## src/rtl/rr_plru24_pkg.sv

```systemverilog
package rr_plru24_pkg;
  localparam int GRP_WAYS  = 8;
  localparam int N_GRPS    = 3;
  localparam int N_WAYS    = GRP_WAYS * N_GRPS;
  localparam int TREE_LVLS = $clog2(GRP_WAYS);
  localparam int NODES     = GRP_WAYS - 1;
  localparam int LEAF_W    = TREE_LVLS;
  localparam int GRP_W     = $clog2(N_GRPS + 1);
  localparam int WAY_W     = $clog2(N_WAYS);
  localparam int RNG_W     = 16;

  typedef logic [NODES-1:0]  tree_t;
  typedef logic [LEAF_W-1:0] leaf_t;

  // walk from the root: bit 0 -> lower child, bit 1 -> upper child
  function automatic leaf_t tree_pick(tree_t b);
    int n;
    n = 1;
    for (int l = 0; l < TREE_LVLS; l++) n = 2 * n + int'(b[n-1]);
    return leaf_t'(n - GRP_WAYS);
  endfunction

  // mark every node on the path to idx as pointing the other way
  function automatic tree_t tree_touch(tree_t b, leaf_t idx);
    tree_t r;
    int    n;
    int    d;
    r = b;
    n = 1;
    for (int l = 0; l < TREE_LVLS; l++) begin
      d = int'(idx[LEAF_W-1-l]);
      r[n-1] = (d == 0);
      n = 2 * n + d;
    end
    return r;
  endfunction

  function automatic logic [RNG_W-1:0] rng_step(logic [RNG_W-1:0] s);
    return {s[RNG_W-2:0], s[15] ^ s[13] ^ s[12] ^ s[10]};
  endfunction

  function automatic logic [GRP_W-1:0] rng_to_grp(logic [RNG_W-1:0] s);
    return GRP_W'(s % RNG_W'(N_GRPS));
  endfunction
endpackage

```

## src/rtl/rr_grp_rng.sv

```systemverilog
module rr_grp_rng
  import rr_plru24_pkg::*;
#(
  parameter logic [RNG_W-1:0] SEED = 16'hACE1
) (
  input  logic             clk,
  input  logic             rst_n,
  input  logic             step,
  output logic [GRP_W-1:0] grp
);
  logic [RNG_W-1:0] state_q;

  always_ff @(posedge clk) begin
    if (!rst_n)    state_q <= SEED;
    else if (step) state_q <= rng_step(state_q);
  end

  assign grp = rng_to_grp(state_q);

  assert_rng_nonzero_R3: assert property (@(posedge clk) disable iff (!rst_n)
    state_q != '0);
  assert_grp_legal_R3: assert property (@(posedge clk) disable iff (!rst_n)
    grp < GRP_W'(N_GRPS));
  assert_rng_hold_R6: assert property (@(posedge clk) disable iff (!rst_n)
    !step |=> $stable(state_q));
endmodule

```

## src/rtl/rr_plru8_tree.sv

```systemverilog
module rr_plru8_tree
  import rr_plru24_pkg::*;
(
  input  logic  clk,
  input  logic  rst_n,
  input  logic  touch_en,
  input  leaf_t touch_idx,
  output leaf_t vict_leaf
);
  tree_t bits_q;

  always_ff @(posedge clk) begin
    if (!rst_n)        bits_q <= '0;
    else if (touch_en) bits_q <= tree_touch(bits_q, touch_idx);
  end

  assign vict_leaf = tree_pick(bits_q);

  assert_touch_away_R5: assert property (@(posedge clk) disable iff (!rst_n)
    touch_en |=> vict_leaf != $past(touch_idx));
  assert_idle_hold_R9: assert property (@(posedge clk) disable iff (!rst_n)
    !touch_en |=> $stable(bits_q));
endmodule

```

## src/rtl/rr_plru24_sel.sv

```systemverilog
module rr_plru24_sel
  import rr_plru24_pkg::*;
#(
  parameter logic [RNG_W-1:0] SEED = 16'hACE1
) (
  input  logic             clk,
  input  logic             rst_n,
  input  logic             acc_valid,
  input  logic             acc_hit,
  input  logic [WAY_W-1:0] acc_way,
  output logic             victim_valid,
  output logic [WAY_W-1:0] victim_way
);
  logic              miss_ev;
  logic              hit_ok;
  logic [GRP_W-1:0]  grp_sel;
  logic [GRP_W-1:0]  hit_grp;
  leaf_t             sel_leaf;
  leaf_t             vict_leaf [N_GRPS];
  logic [N_GRPS-1:0] touch_vec;

  assign miss_ev = acc_valid && !acc_hit;
  assign hit_ok  = acc_valid && acc_hit && (acc_way < WAY_W'(N_WAYS));
  assign hit_grp = GRP_W'(acc_way / WAY_W'(GRP_WAYS));

  rr_grp_rng #(.SEED(SEED)) u_rng (
    .clk  (clk),
    .rst_n(rst_n),
    .step (miss_ev),
    .grp  (grp_sel)
  );

  for (genvar g = 0; g < N_GRPS; g++) begin : g_grp
    logic  touch;
    leaf_t idx;
    assign touch = (miss_ev && grp_sel == GRP_W'(g)) || (hit_ok && hit_grp == GRP_W'(g));
    assign idx   = miss_ev ? vict_leaf[g] : leaf_t'(acc_way % WAY_W'(GRP_WAYS));
    assign touch_vec[g] = touch;
    rr_plru8_tree u_tree (
      .clk      (clk),
      .rst_n    (rst_n),
      .touch_en (touch),
      .touch_idx(idx),
      .vict_leaf(vict_leaf[g])
    );
  end

  always_comb begin
    sel_leaf = '0;
    for (int g = 0; g < N_GRPS; g++)
      if (grp_sel == GRP_W'(g)) sel_leaf = vict_leaf[g];
  end

  assign victim_valid = miss_ev;
  assign victim_way   = WAY_W'(grp_sel) * WAY_W'(GRP_WAYS) + WAY_W'(sel_leaf);

  assert_one_group_R5: assert property (@(posedge clk) disable iff (!rst_n)
    $onehot0(touch_vec));
  assert_victim_range_R4: assert property (@(posedge clk) disable iff (!rst_n)
    victim_valid |-> victim_way < WAY_W'(N_WAYS));
  assert_hit_keeps_grp_R6: assert property (@(posedge clk) disable iff (!rst_n)
    !victim_valid |=> $stable(grp_sel));
  assert_bad_hit_ignored_R7: assert property (@(posedge clk) disable iff (!rst_n)
    (acc_valid && acc_hit && acc_way >= WAY_W'(N_WAYS)) |-> touch_vec == '0);
  assert_miss_touches_R2: assert property (@(posedge clk) disable iff (!rst_n)
    victim_valid |-> $countones(touch_vec) == 1);
endmodule

```

## config.mk

```make
export PLATFORM = sky130hd
export DESIGN_NAME = rr_plru24_sel
export DESIGN_NICKNAME = d
export VERILOG_FILES = /design/src/rtl/rr_plru24_pkg.sv /design/src/rtl/rr_grp_rng.sv /design/src/rtl/rr_plru8_tree.sv /design/src/rtl/rr_plru24_sel.sv
export SDC_FILE = /design/constraint.sdc
export NUM_CORES = 1
export LEC_CHECK = 0
export ABC_AREA = 0
export CORE_MARGIN = 2
export CORE_UTILIZATION = 45
export CTS_BUF_LIST = sky130_fd_sc_hd__clkbuf_4
export DETAILED_ROUTE_END_ITERATION = 10
export DONT_BUFFER_PORTS = 1
export MAX_ROUTING_LAYER = met4
export PLACE_DENSITY = 0.62
export SYNTH_ARGS = -nofsm -noshare
export SYNTH_HDL_FRONTEND = slang
export SYNTH_HIERARCHICAL = 1
export SYNTH_SLANG_ARGS = --single-unit
```

## constraint.sdc

```tcl
create_clock -name clk -period 13 [get_ports clk]
set_input_delay 2.6 -clock clk [delete_from_list [all_inputs] [get_ports clk]]
set_output_delay 2.6 -clock clk [all_outputs]
set_load 0.02 [all_outputs]
```

* Yosys cells after proc, flatten, opt, wreduce, memory -nomap -nowiden
Index checks and enable logic that the tools add are counted.
** Operators by class
- Eq/ne operators :: 4
- Multiplexer cells :: 42
- Order comparisons :: 19
- Reduce and logical (&&, ||, !) cells :: 21
- Add/sub/neg operators :: 31
- Bitwise operators :: 12
- Divide/modulo/power cells :: 1
** Operator list (count)
- $lt 32x5->1 const B :: 12
- $sub 32x2->32 const B :: 12
- $ge 32x1->1 const B :: 6
- $add 32x2->32 :: 3
- $bwmux 7 :: 6
- $add 2x1->3 const A :: 6
- $bmux 1 s3 :: 6
- $demux 1 s3 :: 6
- $mux 1 :: 18
- $mux 3 :: 6
- $mod 16x2->16 const B :: 1
- $add 4x1->5 :: 3
- $logic_and 1x1->1 :: 15
- $add 3x2->3 :: 3
- $not 1->1 :: 9
- $sub 3x1->3 const B :: 3
- $add 5x3->5 :: 1
- $lt 5x5->1 const B :: 1
- $eq 2x1->1 const B :: 2
- $eq 2x2->1 const B :: 2
- $logic_not 2->1 :: 2
- $logic_or 1x1->1 :: 3
- $xor 1x1->1 :: 3
- $logic_not 1->1 :: 1
** Storage, ports and cells
- Bits of input ports :: 9
- Output and inout port bits :: 6
- Logic and storage cells :: 134
- Register bits :: 37

* Longest topological paths before layout
Gate-level depths: netlist of run 1.
- Depth after elaboration :: 21
- Depth in mapped cells :: 30
- Mapped depth without buffers :: 25

* Modules after synthesis
Netlist of run 1, hierarchy kept.
** Modules (own cells, without submodules)
- rr_grp_rng :: times used 1, cells each 207, sequential area each 320.3 um2, area each 1764.2 um2
- rr_plru8_tree at g_grp[0].u_tree ... :: times used 2, cells each 43, sequential area each 140.1 um2, area each 420.4 um2
- rr_plru8_tree at g_grp[2].u_tree :: times used 1, cells each 45, sequential area each 140.1 um2, area each 432.9 um2
- rr_plru24_sel :: times used 1, cells each 29, sequential area each 0.0 um2, area each 280.3 um2

* Worst setup path before layout of run 1
No wires, ideal clock.
- Path kind :: reg-to-output
- Start :: register u_rng.state_q[10]
- End :: output victim_way[0]
- Path buffers :: 3
- Stages on the path, launching flop included :: 26
- Required time :: 10.400 ns
- Arrival :: 4.990 ns
- Slack :: 5.410 ns
- Cells stage by stage :: dfxtp_1 buf_6 nor4b_4 mux2i_1 a22oi_4 nor2_2 or3_1 and4_4 buf_6 o21a_1 o311ai_0 o211ai_1 mux2i_1 inv_1 ha_1 a2111oi_2 xnor2_1 o31a_2 ha_1 nor2_1 o21ai_0 mux2i_1 xnor2_1 buf_4 mux2i_1 o2bb2ai_1
** On the way
- Word-level cells in the longest chain between the ends :: 6
- Elaborated cells on any way between the ends :: 8
- Classes of those cells :: 1 x add/sub; 1 x div; 2 x eq/ne; 3 x mux; 1 x reduce/logical
** RTL lines
- start: declaration :: RTL line rr_grp_rng.sv:11 : logic [RNG_W-1:0] state_q;
- start signal: assignment :: RTL line rr_grp_rng.sv:15 : else if (step) state_q <= rng_step(state_q);
- $mod 16x2->16 (*) :: RTL line rr_plru24_pkg.sv:43 : return GRP_W'(s % RNG_W'(N_GRPS));
- $logic_not 2->1 :: RTL line rr_plru24_sel.sv:51 : if (grp_sel == GRP_W'(g)) sel_leaf = vict_leaf[g];
- $mux 3 (2 in series) :: RTL line rr_plru24_sel.sv:51
- $mux 3 (*) :: RTL line rr_plru24_sel.sv:51
- $add 5x3->5 (*) :: RTL line rr_plru24_sel.sv:55 : assign victim_way = WAY_W'(grp_sel) * WAY_W'(GRP_WAYS) + WAY_W'(sel_leaf);
- end: declaration :: RTL line rr_plru24_sel.sv:12 : output logic [WAY_W-1:0] victim_way
Mark *: on every way between the ends. The rest lies on a longest branch, timed or not.

* Worst setup path after layout of run 1
- Start :: register u_rng.state_q[11]
- End :: output victim_way[0]
Same word-level chain as after synthesis.

==> metrics.csv, run 1 <==
stage;metric;value;unit
synth;syn nets;396;
synth;Synth Instances;367;
synth;Post-synth top cells;dfxtp_1, mux2i_1, nand2_1;
critical_path;Worst path most repeated cell;mux2i_1;
detailed_routing;Detailed Route WL;6400;µm
synth;Syn Area/Cell;9.04;µm²
critical_path;kind of critical path;register to output pin;
critical_path;Worst R2R Start;u_rng/state_q[11];
sta;Tmin final;8.90;ns
sta;Final Setup Violations;0;
global_routing;initial antenna violation count;0;
detailed_routing;vias;2577;
global_routing;met3 Usage GRT;0.0226;
flow_run;max_cap viols;0;
synth;Post-synth EDFFs;0;
synth;most frequent cell after synthesis;dfxtp_1;
critical_path;Buf+Inv Stages, Crit Path;1;
power_and_ir_drop;Switch Pwr;0.136;mW
critical_path;worst setup path end;victim_way[0];
critical_path;reg2reg end;g_grp[1].u_tree/bits_q[1];
clock_network;CTS Buffer Depth;2;
critical_path;top cell family by delay on the critical path;compound AO/OA/AOI/OAI gates;
global_routing;global-route usage over all layers;0.164;
sta;Hold Fails Final Rpt;0;
critical_path;Register-to-Register Setup Slack;6.31;ns
die;Core ar.;7210;µm²
sta;Setup TNS;0;ns
critical_path;Crit. path cell count;22;
sta;final worst path period share;0.685;
clock_network;Worst-Skew Late Latency;0.34;ns
synth;mux share of post-synthesis cell area;0.129;
layout;final core utilization;0.454;
synth;#FFs+latches synth;37;
synth;Compound-Gate Fraction of Synth Area;0.245;
synth;largest family of logic cells by synthesized area;compound AO/OA/AOI/OAI gates;
die;Die ar.;8080;µm²
power_and_ir_drop;LEAKAGE;1.23;nW
global_routing;M2 GR Usage;0.264;
die;num ports;15;
clock_network;root buffer cell;clkbuf_4;
synth;sequential area share after synthesis;0.223;
placement;GPL Wtd Cong;0.968;
detailed_routing;DR pass1 iterations;4;
die;Die Y;89.9;µm
detailed_routing;drt via density;5.74;
layout;area delta synth->final;-1.21;%
clock_network;TritonCTS clock tree;built;
critical_path;slowest cell on the critical path;xnor2_1;
power_and_ir_drop;P_int;0.221;mW
critical_path;Max stage delay on crit path;0.89;ns
placement;I/O Buffers;0;
critical_path;element type at the critical path end;output pin;
global_routing;GR peak layer;met2;
critical_path;R2R cell count;26;
critical_path;launching element type of the critical path;register;
layout;share of layout cells above drive strength 1;0.157;
synth;xor/xnor share of the synthesized area;0.0185;
critical_path;CP required;10.40;ns
power_and_ir_drop;Comb pwr share;0.411;
clock_network;Gates resized, CTS repair;0;
synth;Synth area leader;dfxtp_1;
clock_network;cts hold-fix bufs;0;
placement;placed inst area;3200;µm²
clock_network;CTS Sinks;37;
die;row cnt;31;
power_and_ir_drop;Sw Share;0.380;
synth;Synth Cell Area;3320;µm²
synth;synth unique cells;80;
power_and_ir_drop;Max VDD drop;0.0673;mV
sta;max_slew headroom;0.249;
layout;Layout fillers;716;
global_routing;first-pass GRT wire length;11000;µm
hold_path;hold crit path type;register to register;
detailed_routing;DRT antenna net count;0;
global_routing;largest net degree at the start of global routing;26;
clock_network;htree depth;2;
synth;YS warnings;6;
power_and_ir_drop;Clk pwr share;0.222;
detailed_routing;drc violations;0;
critical_path;CP arrival;6.30;ns
sta;Hold WS;0.506;ns
detailed_routing;DR iter-0 viols;100;
layout;Nets;378;
power_and_ir_drop;PwrDens;109;nW/µm²
run_status;status;complete, no violations;
clock_network;Clock Pin Slew Worst Setup and Hold Paths;0.12;ns
synth;fraction of the mapped netlist area in adder cells;0.0754;
synth;Post-synth top flop;dfxtp_1;
sta;RSZ-0062 raised after global routing;no;
sta;Final Skew;0.00613;ns
placement;dpl hpwl;4700;µm
layout;# diodes;0;
global_routing;M1 GR Usage;0.219;
layout;post-route cell area;3280;µm²
die;Die X-Extent;89.9;µm
critical_path;Crit. Startpoint;u_rng/state_q[11];
synth;synth top area cells;dfxtp_1, ha_1, mux2i_1, a21oi_1, nor2b_1;
critical_path;worst-path cell chain;and4bb_2 -> o21ai_0 -> a22oi_4 -> o41ai_1 -> a21oi_1 -> and4_4 -> o21a_1 -> o311ai_0 -> o211ai_1 -> mux2i_1 -> inv_1 -> ha_1 -> a2111oi_2 -> xnor2_1 -> o31a_2 -> ha_1 -> nor2_1 -> o21ai_0 -> mux2i_1 -> xnor2_1 -> mux2i_1 -> o2bb2ai_1;
synth;FFs w/ async S/R, synth;0;
power_and_ir_drop;Seq pwr share;0.367;
sta;Max Slew Vio Count;0;
sta;f_max;0.112;GHz
sta;Worst Max-Slew Pin Slew;1.12;ns
detailed_routing;DR WL/cell;14.3;µm
die;Initial Utilization;0.460;
clock_network;TritonCTS Buffers;5;
synth;post-synth top area share;0.223;
global_routing;via count of the first global-routing pass;2345;
critical_path;crit-path max FO;14;
clock_network;Post-CTS Setup Bufs;0;
synth;post-synthesis simple-gate area fraction;0.212;
global_routing;grt total ovfl;0;
## per-stage QoR
stage | setup slack [ns] | power, mW | cells
6_report | 4.10 | 0.357 | 449
5_1_grt | 3.53 | 0.382 | 449
3_3_place_gp | 4.68 | 0.277 | 441
2_1_floorplan | 5.41 | 0.267 | 367
4_1_cts | 4.11 | 0.360 | 449
3_5_place_dp | 4.53 | 0.279 | 441
## tightest hold or removal path: cells and delay by family, from the launching register on
kind	cells	cell delay (ns)
flip-flops	1	0.34
AO/OA/AOI/OAI	2	0.13
## metal layers
layer  wire [µm]  share of wire
met2        2920           0.46
met5           0              0
met3         218          0.034
met1        3190           0.50
met4          71          0.011
## cells in the final DEF (no fill, tap or decap), types with 3 or more instances in the layout
cell type,count
mux2_4,5
a211oi_1,7
nor3_1,7
clkbuf_4,5
dfxtp_1,37
nor2_1,8
or2_2,3
xnor2_1,7
mux2_2,8
nand3b_1,4
a311oi_1,13
o211ai_1,7
o21ai_0,10
and3_1,3
inv_2,3
nor2b_1,19
nor3b_1,5
a31oi_1,3
nand4_1,4
o21a_1,3
o31ai_1,3
nand2b_1,8
ha_1,20
inv_1,14
o2bb2ai_1,3
a21oi_2,6
a21oi_1,24
mux2i_1,25
nand3_1,5
nand2_1,25
## how the worst min path moves through the flow
stage | start | endpoint | slack [ns] | depth (start not counted)
after detailed placement | g_grp[1].u_tree/bits_q[2] | g_grp[1].u_tree/bits_q[2] | 0.49 | 2
after CTS | g_grp[1].u_tree/bits_q[3] | g_grp[1].u_tree/bits_q[3] | 0.51 | 2
after global routing | g_grp[1].u_tree/bits_q[2] | g_grp[1].u_tree/bits_q[2] | 0.52 | 2
after global placement | g_grp[1].u_tree/bits_q[3] | g_grp[1].u_tree/bits_q[3] | 0.48 | 2
after floorplan | g_grp[0].u_tree/bits_q[2] | g_grp[0].u_tree/bits_q[2] | 0.46 | 2
final | g_grp[1].u_tree/bits_q[5] | g_grp[1].u_tree/bits_q[5] | 0.51 | 2
## power by group through the flow
stage	Combinational [mW]	Clock, mW	Sequential (mW)
after global placement	0.144	0	0.133
after detailed placement	0.146	0	0.134
final	0.147	0.0792	0.131
after CTS	0.147	0.0821	0.131
after floorplan	0.140	0	0.128
after global routing	0.162	0.0872	0.133
## logic make-up (layout without fill, tap and decap cells)
kind of cell | count (synthesis) | count (layout)
DFF | 37 | 37
muxes | 39 | 39
AOI/OAI and AO/OA | 107 | 107
and+or+nand+nor | 113 | 113
adders and majority gates | 20 | 20
xor gates and xnor gates | 7 | 7
buffers and inverters | 44 | 27
## layout make-up
type / instances / area, µm² / share of cell area
Multi-Input combinational cell: 286 / 2250 / 0.688
Inverter: 18 / 72.6 / 0.0221
Sequential cell: 37 / 741 / 0.226
Tap cell: 99 / 124 / 0.0378
Clock buffer: 5 / 37.5 / 0.0115
Timing Repair Buffer: 1 / 7.51 / 0.00229
Clock inverter: 3 / 41.3 / 0.0126
## state kept, by name, summed over array words and instances, names as in the netlist
name,count
g_grp.u_tree/bits_q,21
u_rng/state_q,16
No activity file was read; power rests on OpenSTA's default activity.
==> run 2, diff against run 1 <==
--- a/config.mk
+++ b/config.mk
@@ -5,7 +5,7 @@
 export SDC_FILE = /design/constraint.sdc
 export NUM_CORES = 1
 export LEC_CHECK = 0
-export ABC_AREA = 0
+export ABC_AREA = 1
 export CORE_MARGIN = 2
 export CORE_UTILIZATION = 45
 export CTS_BUF_LIST = sky130_fd_sc_hd__clkbuf_4
==> constraint.sdc (replaced) <==
create_clock -name clk -period 9.23 [get_ports clk]
set_input_delay 1.846 -clock clk [delete_from_list [all_inputs] [get_ports clk]]
set_output_delay 1.846 -clock clk [all_outputs]
set_load 0.02 [all_outputs]
==> run 2 against run 1 <==
Against the previous run:
- sequential share of layout area is 2.6 points higher
- sequential cell count stayed put
- worst hold slack worse by 0.0021 ns
- combinational power is 100% higher
- core utilization is 3.6 points higher
- critical endpoint is now victim_way[1]
- synthesized cell count is 22% higher
- critical path type unchanged
- setup slack worse by 2.4 ns
==> metrics.csv, run 2 <==
stage;metric;value;unit
run_status;status;complete, no violations;
critical_path;Worst R2R Start;u_rng/state_q[15];
sta;Final Setup Violations;0;
layout;max reg flops;21;
critical_path;crit-path max FO;7;
synth;post-synth top area share;0.261;
synth;sequential area share after synthesis;0.261;
power_and_ir_drop;PwrDens;205;nW/µm²
detailed_routing;drt via density;5.16;
sta;Max Slew Vio Count;0;
clock_network;CTS Sinks;37;
power_and_ir_drop;LEAKAGE;1.41;nW
placement;I/O Buffers;0;
global_routing;M2 GR Usage;0.300;
synth;FFs w/ async S/R, synth;0;
critical_path;CP required;7.38;ns
power_and_ir_drop;Max VDD drop;0.187;mV
sta;Hold WS;0.503;ns
sta;max_slew headroom;0.695;
sta;Final Skew;0.0124;ns
critical_path;Buf+Inv Stages, Crit Path;4;
detailed_routing;Detailed Route WL;6180;µm
detailed_routing;DR iter-0 viols;191;
layout;Reg with most FFs;g_grp.u_tree/bits_q;
flow_run;max_cap viols;0;
global_routing;GR peak layer;met2;
critical_path;slowest cell on the critical path;dfxtp_1;
synth;Syn Area/Cell;6.36;µm²
global_routing;first-pass GRT wire length;10900;µm
sta;final worst path period share;0.815;
synth;synth top area cells;dfxtp_1, nand2_1, ha_1, nand3_1, a21oi_1;
layout;post-route cell area;2940;µm²
critical_path;launching element type of the critical path;register;
placement;dpl hpwl;4670;µm
synth;synth unique cells;29;
clock_network;Post-CTS Setup Bufs;0;
layout;Layout fillers;618;
clock_network;Clock Pin Slew Worst Setup and Hold Paths;0.11;ns
synth;#FFs+latches synth;37;
critical_path;Worst path most repeated cell;nand2_1;
clock_network;Gates resized, CTS repair;0;
layout;Nets;471;
global_routing;met3 Usage GRT;0.0318;
die;Die X-Extent;83.4;µm
critical_path;element type at the critical path end;output pin;
global_routing;initial antenna violation count;0;
detailed_routing;drc violations;0;
sta;f_max;0.133;GHz
layout;final core utilization;0.490;
clock_network;cts hold-fix bufs;0;
hold_path;hold crit path type;register to register;
global_routing;global-route usage over all layers;0.190;
synth;most frequent cell after synthesis;nand2_1;
synth;Synth Instances;446;
critical_path;Max stage delay on crit path;0.42;ns
global_routing;M1 GR Usage;0.253;
layout;largest registers;g_grp.u_tree/bits_q: 21 flops, u_rng/state_q: 16 flops;
detailed_routing;DRT antenna net count;0;
global_routing;largest net degree at the start of global routing;46;
layout;# diodes;0;
critical_path;Register-to-Register Setup Slack;3.30;ns
synth;Post-synth EDFFs;0;
die;num ports;15;
synth;syn nets;475;
critical_path;kind of critical path;register to output pin;
critical_path;top cell family by delay on the critical path;simple AND/OR/NAND/NOR gates;
die;Initial Utilization;0.473;
detailed_routing;vias;2673;
power_and_ir_drop;Total Power;0.601;mW
die;Core ar.;5990;µm²
clock_network;TritonCTS Buffers;5;
detailed_routing;DR pass1 iterations;5;
detailed_routing;DR WL/cell;11.9;µm
placement;GPL Wtd Cong;0.857;
clock_network;htree depth;2;
sta;Tmin final;7.52;ns
layout;area delta synth->final;3.53;%
die;row cnt;28;
die;Die ar.;6950;µm²
sta;Worst Max-Slew Pin Slew;0.457;ns
sta;Hold Fails Final Rpt;0;
synth;YS warnings;6;
die;Die Y;83.4;µm
clock_network;root buffer cell;clkbuf_4;
global_routing;grt total ovfl;0;
synth;Post-synth top cells;nand2_1, nand3_1, inv_1;
synth;Synth Cell Area;2840;µm²
placement;placed inst area;2860;µm²
sta;Setup TNS;0;ns
global_routing;via count of the first global-routing pass;2428;
clock_network;Worst-Skew Late Latency;0.34;ns
layout;most common cell after layout, fill and taps aside;nand2_1;
critical_path;Crit. Startpoint;u_rng/state_q[15];
clock_network;CTS Buffer Depth;2;
synth;Synth area leader;dfxtp_1;
layout;Register Area;741;µm²
layout;share of layout cells above drive strength 1;0.108;
clock_network;TritonCTS clock tree;built;
layout;area of the multi-input gates;1820;µm²
critical_path;CP arrival;5.68;ns
hold_path;min-delay src;g_grp[0].u_tree/bits_q[2];
synth;Post-synth top flop;dfxtp_1;
layout;commonest non-fill, non-tap cells in the layout;nand2_1, nand3_1, inv_1;
sta;RSZ-0062 raised after global routing;no;
## run 2: worst paths after layout
path	depth (start not counted)	end
worst min register to register	2	g_grp[0].u_tree/bits_q[2]
worst min-delay path	2	g_grp[0].u_tree/bits_q[2]
worst max-delay path	46	victim_way[1]
worst max register to register	49	g_grp[0].u_tree/bits_q[2]
## run 2: per-layer routing
layer	wire, µm	part of all wire	up-vias
met5	0	0	-
met4	77	0.012	0
met3	170	0.028	6
met2	2790	0.45	45
met1	3140	0.51	1183
li1	-	-	1439
## run 2: area by class of cell
class | instances | area share
clock buffer | 6 | 0.0153
clock inverter | 2 | 0.0115
inverter | 52 | 0.0665
multi-input combinational | 345 | 0.620
sequential | 37 | 0.252
tap | 75 | 0.0320
timing repair buffer | 1 | 0.00256
## run 2: tightest hold or removal path, stage by stage (launching register included)
cell and delay (ns):
dfxtp_1 0.33, o21ai_0 0.07, a21oi_1 0.06
## run 2: stage by stage
stage | std cells | setup WS (ns)
detailed placement | 510 | 2.13
CTS | 518 | 1.71
floorplan | 446 | 2.75
global placement | 510 | 2.25
global route | 518 | 0.963
finish | 518 | 1.71
## run 2: kinds of logic after synthesis
family                     Yosys count  synth area share
DFF                                 37             0.261
buffers and inverters               64            0.0971
xor gates and xnor gates             4            0.0124
adders and majority gates           20            0.0883
and+or+nand+nor                    234             0.380
AOI/OAI and AO/OA                   87             0.161
## run 2: power by group
part | switching (mW) | internal, mW
Combinational | 0.207 | 0.0934
Sequential | 0.0147 | 0.173
Clock | 0.0535 | 0.0594
